**src/rtl/brk_pkg.sv**
```systemverilog
// Package: shared encodings for the break comparator channel.
// Assumes a 2-bit register index and a control word at least 9 bits wide.
package brk_pkg;

    // Source select encoding
    typedef enum logic [1:0] {
        SRC_IBUS = 2'b00,
        SRC_LBUS = 2'b01,
        SRC_XMEM = 2'b10,
        SRC_YMEM = 2'b11
    } brk_src_e;

    // Register indices
    localparam int          IDX_W    = 2;
    localparam logic [1:0]  IDX_ADDR = 2'd0;
    localparam logic [1:0]  IDX_MASK = 2'd1;
    localparam logic [1:0]  IDX_DATA = 2'd2;
    localparam logic [1:0]  IDX_CTRL = 2'd3;

    // Control field positions
    localparam int CTRL_DEN_BIT  = 0;
    localparam int CTRL_SRC_LSB  = 1;
    localparam int CTRL_FLAG_BIT = 8;

    // Data is split into this many lanes; half-width buses use one lane each
    localparam int BRK_LANES = 2;

endpackage

```
**src/rtl/brk_regs.sv**
```systemverilog
// Module: brk_regs
// Holds the break address, address mask, break data, control fields and the
// sticky match flag. Writes land at the clock edge; reads are combinational.
// Assumes REG_W >= ADDR_W, REG_W >= DATA_W and REG_W > CTRL_FLAG_BIT.
module brk_regs
    import brk_pkg::*;
#(
    parameter int ADDR_W = 32,
    parameter int DATA_W = 32,
    parameter int REG_W  = 32
) (
    input  logic              clk,
    input  logic              rst_n,
    input  logic              wr,
    input  logic [IDX_W-1:0]  idx,
    input  logic [REG_W-1:0]  wdata,
    input  logic              hit_set,
    output logic [REG_W-1:0]  rdata,
    output logic [ADDR_W-1:0] brk_addr,
    output logic [ADDR_W-1:0] brk_mask,
    output logic [DATA_W-1:0] brk_data,
    output logic              cfg_den,
    output brk_src_e          cfg_src,
    output logic              flag
);

    logic ctrl_wr;
    logic unused_wdata_bits;

    assign ctrl_wr           = wr && (idx == IDX_CTRL);
    assign unused_wdata_bits = ^wdata;

    // Configuration registers: load on write strobe, clear on reset
    always_ff @(posedge clk) begin
        if (!rst_n) begin
            brk_addr <= '0;
            brk_mask <= '0;
            brk_data <= '0;
            cfg_den  <= 1'b0;
            cfg_src  <= SRC_IBUS;
        end else if (wr) begin
            case (idx)
                IDX_ADDR: brk_addr <= wdata[ADDR_W-1:0];
                IDX_MASK: brk_mask <= wdata[ADDR_W-1:0];
                IDX_DATA: brk_data <= wdata[DATA_W-1:0];
                default: begin
                    cfg_den <= wdata[CTRL_DEN_BIT];
                    cfg_src <= brk_src_e'(wdata[CTRL_SRC_LSB +: 2]);
                end
            endcase
        end
    end

    // Sticky match flag: a match sets it, a write of one clears it, set wins
    always_ff @(posedge clk) begin
        if (!rst_n) begin
            flag <= 1'b0;
        end else if (hit_set) begin
            flag <= 1'b1;
        end else if (ctrl_wr && wdata[CTRL_FLAG_BIT]) begin
            flag <= 1'b0;
        end
    end

    // Read mux: zero-extended view of the indexed register
    always_comb begin
        rdata = '0;
        case (idx)
            IDX_ADDR: rdata[ADDR_W-1:0] = brk_addr;
            IDX_MASK: rdata[ADDR_W-1:0] = brk_mask;
            IDX_DATA: rdata[DATA_W-1:0] = brk_data;
            default: begin
                rdata[CTRL_DEN_BIT]      = cfg_den;
                rdata[CTRL_SRC_LSB +: 2] = cfg_src;
                rdata[CTRL_FLAG_BIT]     = flag;
            end
        endcase
    end

endmodule

```
**src/rtl/brk_src_mux.sv**
```systemverilog
// Module: brk_src_mux
// Picks the valid strobe, address and data of the chosen source. Half-width
// memory data is placed on its own lane: X on the upper lane, Y on the lower.
// The lane enables tell the comparator which lanes take part.
// Assumes DATA_W is even and equal to BRK_LANES * HALF_W.
module brk_src_mux
    import brk_pkg::*;
#(
    parameter int ADDR_W = 32,
    parameter int DATA_W = 32,
    localparam int HALF_W = DATA_W / BRK_LANES
) (
    input  brk_src_e              src,
    input  logic                  ibus_valid,
    input  logic [ADDR_W-1:0]     ibus_addr,
    input  logic [DATA_W-1:0]     ibus_data,
    input  logic                  lbus_valid,
    input  logic [ADDR_W-1:0]     lbus_addr,
    input  logic [DATA_W-1:0]     lbus_data,
    input  logic                  xmem_valid,
    input  logic [ADDR_W-1:0]     xmem_addr,
    input  logic [HALF_W-1:0]     xmem_data,
    input  logic                  ymem_valid,
    input  logic [ADDR_W-1:0]     ymem_addr,
    input  logic [HALF_W-1:0]     ymem_data,
    output logic                  sel_valid,
    output logic [ADDR_W-1:0]     sel_addr,
    output logic [DATA_W-1:0]     sel_data,
    output logic [BRK_LANES-1:0]  lane_en
);

    // Source selection and lane alignment
    always_comb begin
        case (src)
            SRC_IBUS: begin
                sel_valid = ibus_valid;
                sel_addr  = ibus_addr;
                sel_data  = ibus_data;
                lane_en   = '1;
            end
            SRC_LBUS: begin
                sel_valid = lbus_valid;
                sel_addr  = lbus_addr;
                sel_data  = lbus_data;
                lane_en   = '1;
            end
            SRC_XMEM: begin
                sel_valid = xmem_valid;
                sel_addr  = xmem_addr;
                sel_data  = {xmem_data, {HALF_W{1'b0}}};
                lane_en   = 2'b10;
            end
            default: begin
                sel_valid = ymem_valid;
                sel_addr  = ymem_addr;
                sel_data  = {{HALF_W{1'b0}}, ymem_data};
                lane_en   = 2'b01;
            end
        endcase
    end

endmodule

```
**src/rtl/brk_compare.sv**
```systemverilog
// Module: brk_compare
// Combinational match: masked address equality on a valid cycle, plus lane-wise
// data equality over the enabled lanes when data compare is on.
// Assumes DATA_W divides evenly into BRK_LANES lanes.
module brk_compare
    import brk_pkg::*;
#(
    parameter int ADDR_W = 32,
    parameter int DATA_W = 32,
    localparam int LANE_W = DATA_W / BRK_LANES
) (
    input  logic                 sel_valid,
    input  logic [ADDR_W-1:0]    sel_addr,
    input  logic [DATA_W-1:0]    sel_data,
    input  logic [BRK_LANES-1:0] lane_en,
    input  logic [ADDR_W-1:0]    brk_addr,
    input  logic [ADDR_W-1:0]    brk_mask,
    input  logic [DATA_W-1:0]    brk_data,
    input  logic                 cfg_den,
    output logic                 hit
);

    logic [BRK_LANES-1:0] lane_eq;
    logic                 addr_ok;
    logic                 data_ok;

    // One equality comparator per data lane
    for (genvar g = 0; g < BRK_LANES; g++) begin : g_lane
        assign lane_eq[g] = (sel_data[g*LANE_W +: LANE_W] == brk_data[g*LANE_W +: LANE_W]);
    end

    // Unmasked address bits must all agree
    assign addr_ok = ((sel_addr ^ brk_addr) & ~brk_mask) == '0;

    // Lanes that are not enabled never block a data match
    assign data_ok = &(lane_eq | ~lane_en);

    // Final combinational hit
    assign hit = sel_valid && addr_ok && (!cfg_den || data_ok);

endmodule

```
**src/rtl/brk_channel.sv**
```systemverilog
// Module: brk_channel (top)
// One break channel: register file, source mux, comparator and the registered
// break request. A match on cycle N gives break_req high in cycle N+1 only.
// Assumes one synchronous clock domain for the register port and all buses.
module brk_channel
    import brk_pkg::*;
#(
    parameter int ADDR_W = 32,
    parameter int DATA_W = 32,
    parameter int REG_W  = 32,
    localparam int HALF_W = DATA_W / BRK_LANES
) (
    input  logic              clk,
    input  logic              rst_n,
    input  logic              reg_wr,
    input  logic [IDX_W-1:0]  reg_idx,
    input  logic [REG_W-1:0]  reg_wdata,
    output logic [REG_W-1:0]  reg_rdata,
    input  logic              ibus_valid,
    input  logic [ADDR_W-1:0] ibus_addr,
    input  logic [DATA_W-1:0] ibus_data,
    input  logic              lbus_valid,
    input  logic [ADDR_W-1:0] lbus_addr,
    input  logic [DATA_W-1:0] lbus_data,
    input  logic              xmem_valid,
    input  logic [ADDR_W-1:0] xmem_addr,
    input  logic [HALF_W-1:0] xmem_data,
    input  logic              ymem_valid,
    input  logic [ADDR_W-1:0] ymem_addr,
    input  logic [HALF_W-1:0] ymem_data,
    output logic              break_req
);

    logic [ADDR_W-1:0]    brk_addr_q;
    logic [ADDR_W-1:0]    brk_mask_q;
    logic [DATA_W-1:0]    brk_data_q;
    logic                 cfg_den;
    brk_src_e             cfg_src;
    logic                 match_flag;
    logic                 sel_valid;
    logic [ADDR_W-1:0]    sel_addr;
    logic [DATA_W-1:0]    sel_data;
    logic [BRK_LANES-1:0] lane_en;
    logic                 hit_now;
    logic                 break_q;

    brk_regs #(.ADDR_W(ADDR_W), .DATA_W(DATA_W), .REG_W(REG_W)) u_regs (
        .clk      (clk),
        .rst_n    (rst_n),
        .wr       (reg_wr),
        .idx      (reg_idx),
        .wdata    (reg_wdata),
        .hit_set  (hit_now),
        .rdata    (reg_rdata),
        .brk_addr (brk_addr_q),
        .brk_mask (brk_mask_q),
        .brk_data (brk_data_q),
        .cfg_den  (cfg_den),
        .cfg_src  (cfg_src),
        .flag     (match_flag)
    );

    brk_src_mux #(.ADDR_W(ADDR_W), .DATA_W(DATA_W)) u_mux (
        .src        (cfg_src),
        .ibus_valid (ibus_valid),
        .ibus_addr  (ibus_addr),
        .ibus_data  (ibus_data),
        .lbus_valid (lbus_valid),
        .lbus_addr  (lbus_addr),
        .lbus_data  (lbus_data),
        .xmem_valid (xmem_valid),
        .xmem_addr  (xmem_addr),
        .xmem_data  (xmem_data),
        .ymem_valid (ymem_valid),
        .ymem_addr  (ymem_addr),
        .ymem_data  (ymem_data),
        .sel_valid  (sel_valid),
        .sel_addr   (sel_addr),
        .sel_data   (sel_data),
        .lane_en    (lane_en)
    );

    brk_compare #(.ADDR_W(ADDR_W), .DATA_W(DATA_W)) u_cmp (
        .sel_valid (sel_valid),
        .sel_addr  (sel_addr),
        .sel_data  (sel_data),
        .lane_en   (lane_en),
        .brk_addr  (brk_addr_q),
        .brk_mask  (brk_mask_q),
        .brk_data  (brk_data_q),
        .cfg_den   (cfg_den),
        .hit       (hit_now)
    );

    // Break request register: one cycle after each matching cycle
    always_ff @(posedge clk) begin
        if (!rst_n) begin
            break_q <= 1'b0;
        end else begin
            break_q <= hit_now;
        end
    end

    assign break_req = break_q;

endmodule

```
**config.mk**
```make
export PLATFORM = sky130hd
export DESIGN_NAME = brk_channel
export DESIGN_NICKNAME = d
export VERILOG_FILES = /design/src/rtl/brk_pkg.sv /design/src/rtl/brk_regs.sv /design/src/rtl/brk_src_mux.sv /design/src/rtl/brk_compare.sv /design/src/rtl/brk_channel.sv
export SDC_FILE = /design/constraint.sdc
export NUM_CORES = 1
export LEC_CHECK = 0
export BUFFER_PORTS_ARGS = -buffer_cell sky130_fd_sc_hd__buf_2
export CAP_MARGIN = 20
export CORE_MARGIN = 5
export CORE_UTILIZATION = 46
export CTS_CLUSTER_SIZE = 25
export DETAILED_ROUTE_END_ITERATION = 8
export GPL_ROUTABILITY_DRIVEN = 0
export MAX_ROUTING_LAYER = met4
export PLACE_DENSITY = 0.77
export SETUP_SLACK_MARGIN = 0.05
export SYNTH_ARGS = -nofsm -noshare
export SYNTH_HDL_FRONTEND = slang
export SYNTH_SLANG_ARGS = --single-unit
```
**constraint.sdc**
```tcl
create_clock -name clk -period 5.6 [get_ports clk]
set_input_delay 0.56 -clock clk [delete_from_list [all_inputs] [get_ports clk]]
set_output_delay 0.56 -clock clk [all_outputs]
set_load 0.02 [all_outputs]
```
**Yosys cells after proc, flatten, opt, wreduce, memory -nomap -nowiden**

Index checks and enable logic that the tools add are counted.

- Word-level logic and storage cells: 47
- Input port bits: 265
- Flip-flop bits (word level): 101
- Output and inout port bits: 33

- Bitwise logic cells: 6
- Reductions and logical operators: 17
- Mux-type cells: 10
- Eq/ne operators: 7

Operators with widths:

| operator | number |
|---|---|
| $pmux W32 S3 | 2 |
| $pmux W23 S3 | 1 |
| $and A32 B32 Y32 | 1 |
| $eq A16 B16 Y1 | 2 |
| $logic_not A32 Y1 | 1 |
| $not A32 Y32 | 1 |
| $xor A32 B32 Y32 | 1 |
| $pmux W5 S3 | 1 |
| $reduce_and A2 Y1 | 5 |
| $pmux W3 S3 | 1 |
| $eq A2 B2 Y1 const B | 3 |
| $pmux W1 S3 | 2 |
| $eq A2 B1 Y1 const B | 2 |
| $logic_and A1 B1 Y1 | 4 |
| $logic_not A2 Y1 | 2 |
| $pmux W2 S2 | 1 |
| $reduce_or A3 Y1 | 1 |
| $mux W1 | 2 |
| $not A2 Y2 | 1 |
| $or A2 B2 Y2 | 1 |
| $reduce_bool A2 Y1 | 1 |
| $reduce_or A2 Y1 | 1 |
| $logic_not A1 Y1 | 1 |
| $logic_or A1 B1 Y1 | 1 |
| $not A1 Y1 | 1 |

**Logic depth before layout (Yosys ltp)**

Gate-level depths: netlist (run 1).

- Depth in word-level cells: 9
- Depth in mapped cells: 10
- Mapped depth without buffers: 7

**Cells and area by module**

Synthesis (run 1) repeated with hierarchy kept, for this count alone.

- Cell total of the unflattened synthesis: 658
- Area total of the unflattened synthesis: 6812.8 sq um

Modules (own cells, without submodules):

| module | cells an instance | seq. area each (sq um) | area an instance (sq um) | times used |
|---|---|---|---|---|
| brk_regs | 435 | 2001.9 | 4489.3 | 1 |
| brk_src_mux | 119 | 0.0 | 1488.9 | 1 |
| brk_compare | 102 | 0.0 | 808.3 | 1 |
| brk_channel | 2 | 20.0 | 26.3 | 1 |

**Worst setup path after synthesis (run 1)**

OpenSTA, ideal clock, no wires.

- Kind: in2out
- From: input port reg_idx[0]
- To: output port reg_rdata[22]
- Stages: 5
- Arrival time: 2.301 ns
- Setup slack: 2.739 ns
- Data required time: 5.040 ns
- Path buffers: 3
- Cells stage by stage: clkbuf_1 > clkbuf_1 > buf_2 > mux2i_1 > o21ai_0

- Longest elaborated chain between the ends: 2
- Elaborated cells on any way between the ends: 4
- Those cells by class: eq/ne (2); mux (1); reduce/logical (1)

Ends and longest elaborated chain:

| item | RTL line | source |
|---|---|---|
| from (decl) | brk_channel.sv:16 | `input logic [IDX_W-1:0] reg_idx,` |
| $eq A2 B2 Y1 (tied with other cells) | brk_regs.sv:68 | `case (idx)` |
| $pmux W23 S3 (*) | brk_regs.sv:68 |  |
| to (decl) | brk_channel.sv:18 | `output logic [REG_W-1:0] reg_rdata,` |

Mark *: on every way between the ends. The rest lies on a longest branch, timed or not.

**Worst setup path after layout (run 1)**

- From: register u_regs.cfg_src[1]
- To: register u_regs.flag

- Longest elaborated chain between the ends: 9
- Elaborated cells on any way between the ends: 21
- Those cells by class: eq/ne (4); mux (5); bitwise (4); reduce/logical (8)

Ends and longest elaborated chain:

| item | RTL line | source |
|---|---|---|
| from (decl) | brk_regs.sv:23 | `output brk_src_e cfg_src,` |
| from (signal assigned) | brk_regs.sv:48 | `cfg_src <= brk_src_e'(wdata[CTRL_SRC_LSB +: 2]);` |
| parallel branches: the longest is 7 deep, another holds $pmux W32 S3 | n/a |  |
| $logic_and A1 B1 Y1 (*) | brk_compare.sv:39 | `assign hit = sel_valid && addr_ok && (!cfg_den \|\| data_ok);` |
| $mux W1 or $reduce_bool A2 Y1 (tied branches) | n/a |  |
| to (signal assigned) | brk_regs.sv:57 | `flag <= 1'b0;` |
| to (signal assigned) | brk_regs.sv:59 | `flag <= 1'b1;` |
| to (signal assigned) | brk_regs.sv:61 | `flag <= 1'b0;` |
| to (decl) | brk_regs.sv:24 | `output logic flag` |

Every way passes the cells marked *.
A chain may end at the register's enable or synchronous reset.

==> flow_metrics.env, run 1 <==
export IMPL_cp_required_ps=5870
export IMPL_placed_area_um2=8560
export IMPL_endpoint="u_regs.flag$_SDFFE_PN0P_"
export IMPL_dieHeight_um=134
export IMPL_yosys_top_cells_area="dfxtp_1, mux2i_1, nand2_1, a21boi_0, xor2_1"
export IMPL_worst_slack_ps=2290
export IMPL_fin_total_pwr_w=0.00182
export IMPL_cts_buffer_depth=2
export IMPL_outcome="finished, final reports clean"
export IMPL_yosysMostFrequentCell="nand2_1"
export IMPL_final_setup_viol_count=0
export IMPL_htreeDepth=3
export IMPL_diodes=0
export IMPL_fmax_ghz=0.302
export IMPL_endpoint_kind="flop"
export IMPL_hold_violations=0
export IMPL_grt_setup_unrepaired="false"
export IMPL_cts_tree="yes"
export IMPL_r2r_end="u_regs.flag$_SDFFE_PN0P_"
export IMPL_dpl_worst_slack_ps=2310
export IMPL_p_leak_nw=3.69
export IMPL_via_count=7300
export IMPL_drive_gt1_share_pct=32.2
export IMPL_async_flop_share_pct=0
export IMPL_cts_buffers=9
export IMPL_die_area_um2=17800
export IMPL_syn_area_um2=7020
export IMPL_synth_top_cell_by_area="dfxtp_1"
export IMPL_worstMarginPinSlew_ps=991
export IMPL_synth_ff_type="dfxtp_1"
export IMPL_cts_sinks=101
export IMPL_synth_seq_cells=101
export IMPL_grt_pass1_vias=7027
export IMPL_route_detailed_drc=0
export IMPL_rrSetupSlack_ps=2290
export IMPL_rr_worst_depth=8
export IMPL_reg2reg_from="u_regs.cfg_src[1]$_SDFFE_PN0P_"
export IMPL_drt_iter0_markers=696
export IMPL_peakVddDrop_mv=0.175
export IMPL_firstDrtPassIters=6
export IMPL_start_util_pct=46.5
export IMPL_core_area_um2=15100
export IMPL_drt_total_wl_um=26100
export IMPL_worstSetupPathType="flop to flop"
export IMPL_grt_start_max_net_pins=102
export IMPL_slowest_stage="dfxtp_4"
export IMPL_cts_setup_buffers=0
export IMPL_globalRouteOverflowTotal=0
export IMPL_synthDominantCellAreaShare_pct=28.8
export IMPL_cts_clk_slew_worst_paths_ps=80
export IMPL_stdcell_area_um2=8870
export IMPL_synth_cells=851
export IMPL_tns_ps=0
export IMPL_cp_max_fo=58
export IMPL_dpl_hpwl_um=19700
export IMPL_hold_class="input port to flop"
export IMPL_crit_chain="buf_4 > mux2i_1 > xor2_1 > o221ai_1 > o31ai_1 > nand4_1 > or4_1 > o21ai_1"
export IMPL_maxCapViolCount=0
export IMPL_clk_latency_ps=340
export IMPL_cts_root_buffer="clkbuf_16"
export IMPL_cts_resized=0
export IMPL_fin_crit_ps=3310
export IMPL_synthTopCellsByCount="nand2_1, dfxtp_1, a21boi_0"
export IMPL_grt_util_all_layers_pct=28.5
export IMPL_ys_types=44
export IMPL_io_buffers=297
export IMPL_maxSlewHeadroom_pct=33.9
export IMPL_antenna_found_initial=0
export IMPL_rows=45
export IMPL_slew_viol_final=0
export IMPL_power_per_cell_area_nw_per_um2=206
export IMPL_finalClockSkew_ps=7.09
export IMPL_avgSynthCellArea_um2=8.25
export IMPL_yosysSeqAreaShare_pct=28.8
export IMPL_io_pins=298
export IMPL_ys_warn_count=0
export IMPL_routed_via_density=5.62
export IMPL_fp_dieW_um=134
export IMPL_worstSetupStartpoint="u_regs.cfg_src[1]$_SDFFE_PN0P_"
export IMPL_worstSetupStartpointType="flop"
export IMPL_cp_data_arrival_time_ps=3580
export IMPL_nNetsFinal=1372
export IMPL_grt_pass1_wl_um=38900
export IMPL_final_period_utilization_pct=59.1
export IMPL_critPathMaxStageDelay_ps=850
export IMPL_syn2layout_area_growth_pct=26.4
export IMPL_wl_per_cell_um=20.0
export IMPL_ctsHoldBuffers=0
export IMPL_synth_nets=1116
export IMPL_ant_nets=0
export IMPL_synth_edf_count=0
==> power breakdown <==
| group | internal [W] | switching [W] |
|---|---|---|
| clock | 0.000354 | 0.000300 |
| sequential | 0.000741 | 0.0000373 |
| combinational | 0.000192 | 0.000200 |
==> worst min-delay path by stage <==
stage	from	endpoint	slack (ps)	cells past startpoint
after detailed placement	u_regs.brk_mask[2]$_SDFFE_PN0P_	u_regs.brk_mask[2]$_SDFFE_PN0P_	480	2
after global routing	reg_wdata[17]	u_regs.brk_mask[17]$_SDFFE_PN0P_	490	3
after CTS	reg_wdata[16]	u_regs.brk_addr[16]$_SDFFE_PN0P_	480	3
after floorplan	u_regs.flag$_SDFFE_PN0P_	u_regs.flag$_SDFFE_PN0P_	440	2
after global placement	u_regs.brk_mask[25]$_SDFFE_PN0P_	u_regs.brk_mask[25]$_SDFFE_PN0P_	470	2
final	reg_wdata[16]	u_regs.brk_addr[16]$_SDFFE_PN0P_	480	3
==> critical path: cells and delay by family (launching register included) <==
kind,cells,cell delay [ps]
DFF,1,850
AOI/OAI and AO/OA,3,680
and+or+nand+nor,2,590
buffers and inverters,1,520
muxes,1,380
xor gates and xnor gates,1,180
==> logic make-up (layout without fill, tap and decap cells) <==
family / count (synthesis) / count (layout) / synth area share (%)
xor+xnor: 87 / 87 / 10.9
simple gates: 275 / 275 / 16.7
buf+inv: 69 / 330 / 4.24
mux: 124 / 124 / 20.5
compound gates: 195 / 195 / 19.0
flops: 101 / 101 / 28.8
==> layout by cell type (no fill, tap or decap), types with 3 or more instances in the layout <==
cell type	Yosys	routed
clkbuf_16	0	9
xor2_1	59	59
nand3b_1	17	17
dfxtp_1	101	99
nand4_1	11	11
a21boi_0	96	96
buf_4	2	12
o21ai_0	50	50
mux4_1	3	3
nor3_1	3	3
mux2_2	17	17
o22a_1	3	3
o22ai_1	14	14
a22oi_1	16	16
nor2b_1	5	4
nand2_1	222	222
mux2i_1	94	94
mux4_2	10	10
buf_2	13	297
xnor2_1	28	28
o221ai_1	3	3
inv_1	5	5
nor2_1	7	7
==> cell type report <==
cell class / count / area, um^2
Clock buffer: 9 / 225
Timing Repair Buffer: 309 / 1580
Multi-Input combinational cell: 681 / 4710
Clock inverter: 7 / 81.3
Inverter: 5 / 18.8
Fill cell: 1426 / 6220
Sequential cell: 101 / 2030
Tap cell: 188 / 235
==> registers in the layout, indices dropped and copies added, names as in the netlist <==
register	flops
u_regs.brk_data	32
break_req	1
u_regs.cfg_den	1
u_regs.brk_mask	32
u_regs.flag	1
u_regs.cfg_src	2
u_regs.brk_addr	32
==> per-layer routing <==
layer	share of wire (%)	wire length (um)	global-route usage [%]
met3	9.0	2350	5.70
met5	0	0	-
met2	47	12100	45.1
met4	1.7	453	6.51
met1	43	11100	37.8
==> through the flow <==
stage	std cells	hold slack, ps	util [%]
3_3_place_gp	1283	473	56.7
3_5_place_dp	1283	485	56.7
6_report	1300	482	58.8
5_1_grt	1300	490	58.8
2_1_floorplan	851	438	-
4_1_cts	1299	478	58.8
(Power assumes the default switching activity.)
==> run 2: changes to the inputs <==
--- a/config.mk
+++ b/config.mk
@@ -8,12 +8,12 @@
 export BUFFER_PORTS_ARGS = -buffer_cell sky130_fd_sc_hd__buf_2
 export CAP_MARGIN = 20
 export CORE_MARGIN = 5
-export CORE_UTILIZATION = 46
+export CORE_UTILIZATION = 44
 export CTS_CLUSTER_SIZE = 25
 export DETAILED_ROUTE_END_ITERATION = 8
 export GPL_ROUTABILITY_DRIVEN = 0
 export MAX_ROUTING_LAYER = met4
-export PLACE_DENSITY = 0.77
+export PLACE_DENSITY = 0.78
 export SETUP_SLACK_MARGIN = 0.05
 export SYNTH_ARGS = -nofsm -noshare
 export SYNTH_HDL_FRONTEND = slang
==> constraint.sdc (replaced) <==
create_clock -name clk -period 2.9 [get_ports clk]
set_input_delay 0.29 -clock clk [delete_from_list [all_inputs] [get_ports clk]]
set_output_delay 0.29 -clock clk [all_outputs]
set_load 0.02 [all_outputs]
==> run 2 against run 1 <==
Against the previous run:
- via count is 1.2% lower
- power grew 90%
- combinational power grew 98%
- non-clock buffer count increased by 8
- cell area is 1.4% higher
- global-route usage fell by 1.3 points
- sequential power is 92% higher
- hold slack worse by 270 ps
- sequential cell count unchanged
- clock power rose by 83%
- critical path depth did not move
- clock-buffer cell count up 7
- critical path type unchanged
==> flow_metrics.env, run 2 (synthesis results as in run 1) <==
export IMPL_p_leak_nw=3.74
export IMPL_hold_class="input port to flop"
export IMPL_endpoint_kind="flop"
export IMPL_outcome="finished, final reports clean"
export IMPL_cts_clk_slew_worst_paths_ps=70
export IMPL_start_util_pct=44.5
export IMPL_dpl_hpwl_um=19900
export IMPL_finalClockSkew_ps=4.90
export IMPL_cp_required_ps=3190
export IMPL_hold_violations=0
export IMPL_core_area_um2=15800
export IMPL_layout_common_cells="buf_2, nand2_1, dfxtp_1, a21boi_0, mux2i_1"
export IMPL_globalRouteOverflowTotal=0
export IMPL_syn2layout_area_growth_pct=28.2
export IMPL_firstDrtPassIters=5
export IMPL_worstSetupPathType="flop to flop"
export IMPL_die_area_um2=18600
export IMPL_worstMarginPinSlew_ps=913
export IMPL_final_setup_viol_count=0
export IMPL_maxCapViolCount=0
export IMPL_fin_crit_ps=2710
export IMPL_cp_max_fo=24
export IMPL_slowest_stage="dfxtp_4"
export IMPL_final_common_cell="buf_2"
export IMPL_slew_viol_final=0
export IMPL_rows=46
export IMPL_route_detailed_drc=0
export IMPL_drt_total_wl_um=25600
export IMPL_cts_setup_buffers=0
export IMPL_hold_depth=3
export IMPL_worstSetupStartpointType="flop"
export IMPL_fmax_ghz=0.368
export IMPL_htreeDepth=3
export IMPL_via_count=7212
export IMPL_fp_dieW_um=136
export IMPL_peakVddDrop_mv=0.298
export IMPL_drt_iter0_markers=602
export IMPL_ant_nets=0
export IMPL_dieHeight_um=136
export IMPL_cts_tree="yes"
export IMPL_ctsHoldBuffers=0
export IMPL_grt_pass1_wl_um=37900
export IMPL_wl_per_cell_um=19.1
export IMPL_routed_via_density=5.38
export IMPL_cts_sinks=101
export IMPL_cts_buffer_depth=2
export IMPL_cp_data_arrival_time_ps=3000
export IMPL_drive_gt1_share_pct=32.6
export IMPL_io_pins=298
export IMPL_fin_total_pwr_w=0.00347
export IMPL_maxSlewHeadroom_pct=39.2
export IMPL_cts_root_buffer="clkbuf_16"
export IMPL_antenna_found_initial=4
export IMPL_grt_start_max_net_pins=101
export IMPL_reg_top3="u_regs.brk_addr (32), u_regs.brk_data (32), u_regs.brk_mask (32)"
export IMPL_grt_setup_unrepaired="false"
export IMPL_grt_util_all_layers_pct=27.2
export IMPL_tns_ps=0
export IMPL_power_per_cell_area_nw_per_um2=385
export IMPL_final_period_utilization_pct=93.6
export IMPL_rr_worst_depth=8
export IMPL_crit_chain="buf_4 > mux2_2 > a22oi_1 > xor2_1 > nand4_1 > nor4_1 > a221oi_1 > o21ai_1"
export IMPL_nNetsFinal=1380
export IMPL_cts_buffers=9
export IMPL_critPathMaxStageDelay_ps=490
export IMPL_io_buffers=297
export IMPL_clk_latency_ps=350
export IMPL_grt_pass1_vias=6954
==> run 2: cell count changes in the layout (fill, tap and decap cells not counted), sizes merged, moves of 2 or more <==
cell / change
buf: +8
clkbuf: +7
clkinvlp: -2
diode: +4
inv: -3
==> run 2: timing repair <==
action                                 CTS  global route
pin swaps                                0             0
setup endpoints to repair                1             2
endpoints found under the hold margin    0             0
gates resized for setup                  1             1
==> run 2: power by group <==
part	switching, W	internal [W]	total, W
Sequential	0.0000585	0.00143	0.00149
Combinational	0.000396	0.000377	0.000773
Clock	0.000525	0.000679	0.00120
Total	0.000979	0.00249	0.00347
==> run 2: worst max-delay path: cells and delay by family, from the launching register on <==
| kind | cells | cell delay [ps] |
|---|---|---|
| flops | 1 | 490 |
| mux | 1 | 370 |
| simple gates | 2 | 630 |
| compound gates | 3 | 540 |
| buf+inv | 1 | 360 |
| xor+xnor | 1 | 240 |
==> run 2: through the flow <==
stage | std cells | util (%) | worst slack, ps | instance area (um^2) | hold WS, ps
detailed placement | 1320 | 55.1 | 67.4 | 8690 | 477
CTS | 1336 | 57.0 | 212 | 8980 | 211
global route | 1340 | 57.1 | 81.6 | 9000 | 213
global placement | 1320 | 55.1 | 287 | 8690 | 471
floorplan | 851 | - | 579 | 7020 | 435
finish | 1340 | 57.1 | 185 | 9000 | 214
==> run 2: worst paths after layout <==
| check | startpoint | endpoint | slack, ps |
|---|---|---|---|
| worst max-delay path | u_regs.cfg_src[1]$_SDFFE_PN0P_ | u_regs.flag$_SDFFE_PN0P_ | 190 |
| worst min-delay path | reg_wdata[3] | u_regs.brk_data[3]$_SDFFE_PN0P_ | 210 |
| worst max register to register | u_regs.cfg_src[1]$_SDFFE_PN0P_ | u_regs.flag$_SDFFE_PN0P_ | 190 |
| worst min register to register | u_regs.flag$_SDFFE_PN0P_ | u_regs.flag$_SDFFE_PN0P_ | 480 |
==> run 2: layout make-up <==
type,instances,area (um^2)
Fill cell,1494,6770
Multi-Input combinational cell,681,4720
Sequential cell,101,2030
Timing Repair Buffer,317,1660
Clock buffer,16,292
Tap cell,216,270
Inverter,5,18.8
Antenna cell,4,10.0
==> run 2: per-layer routing <==
metal | GRT usage [%] | routed length, um | vias up
li1 | - | - | 3502
met1 | 35.3 | 10900 | 3340
met2 | 43.4 | 12100 | 336
met3 | 5.85 | 2170 | 34
met4 | 6.61 | 504 | 0
met5 | - | 0 | -
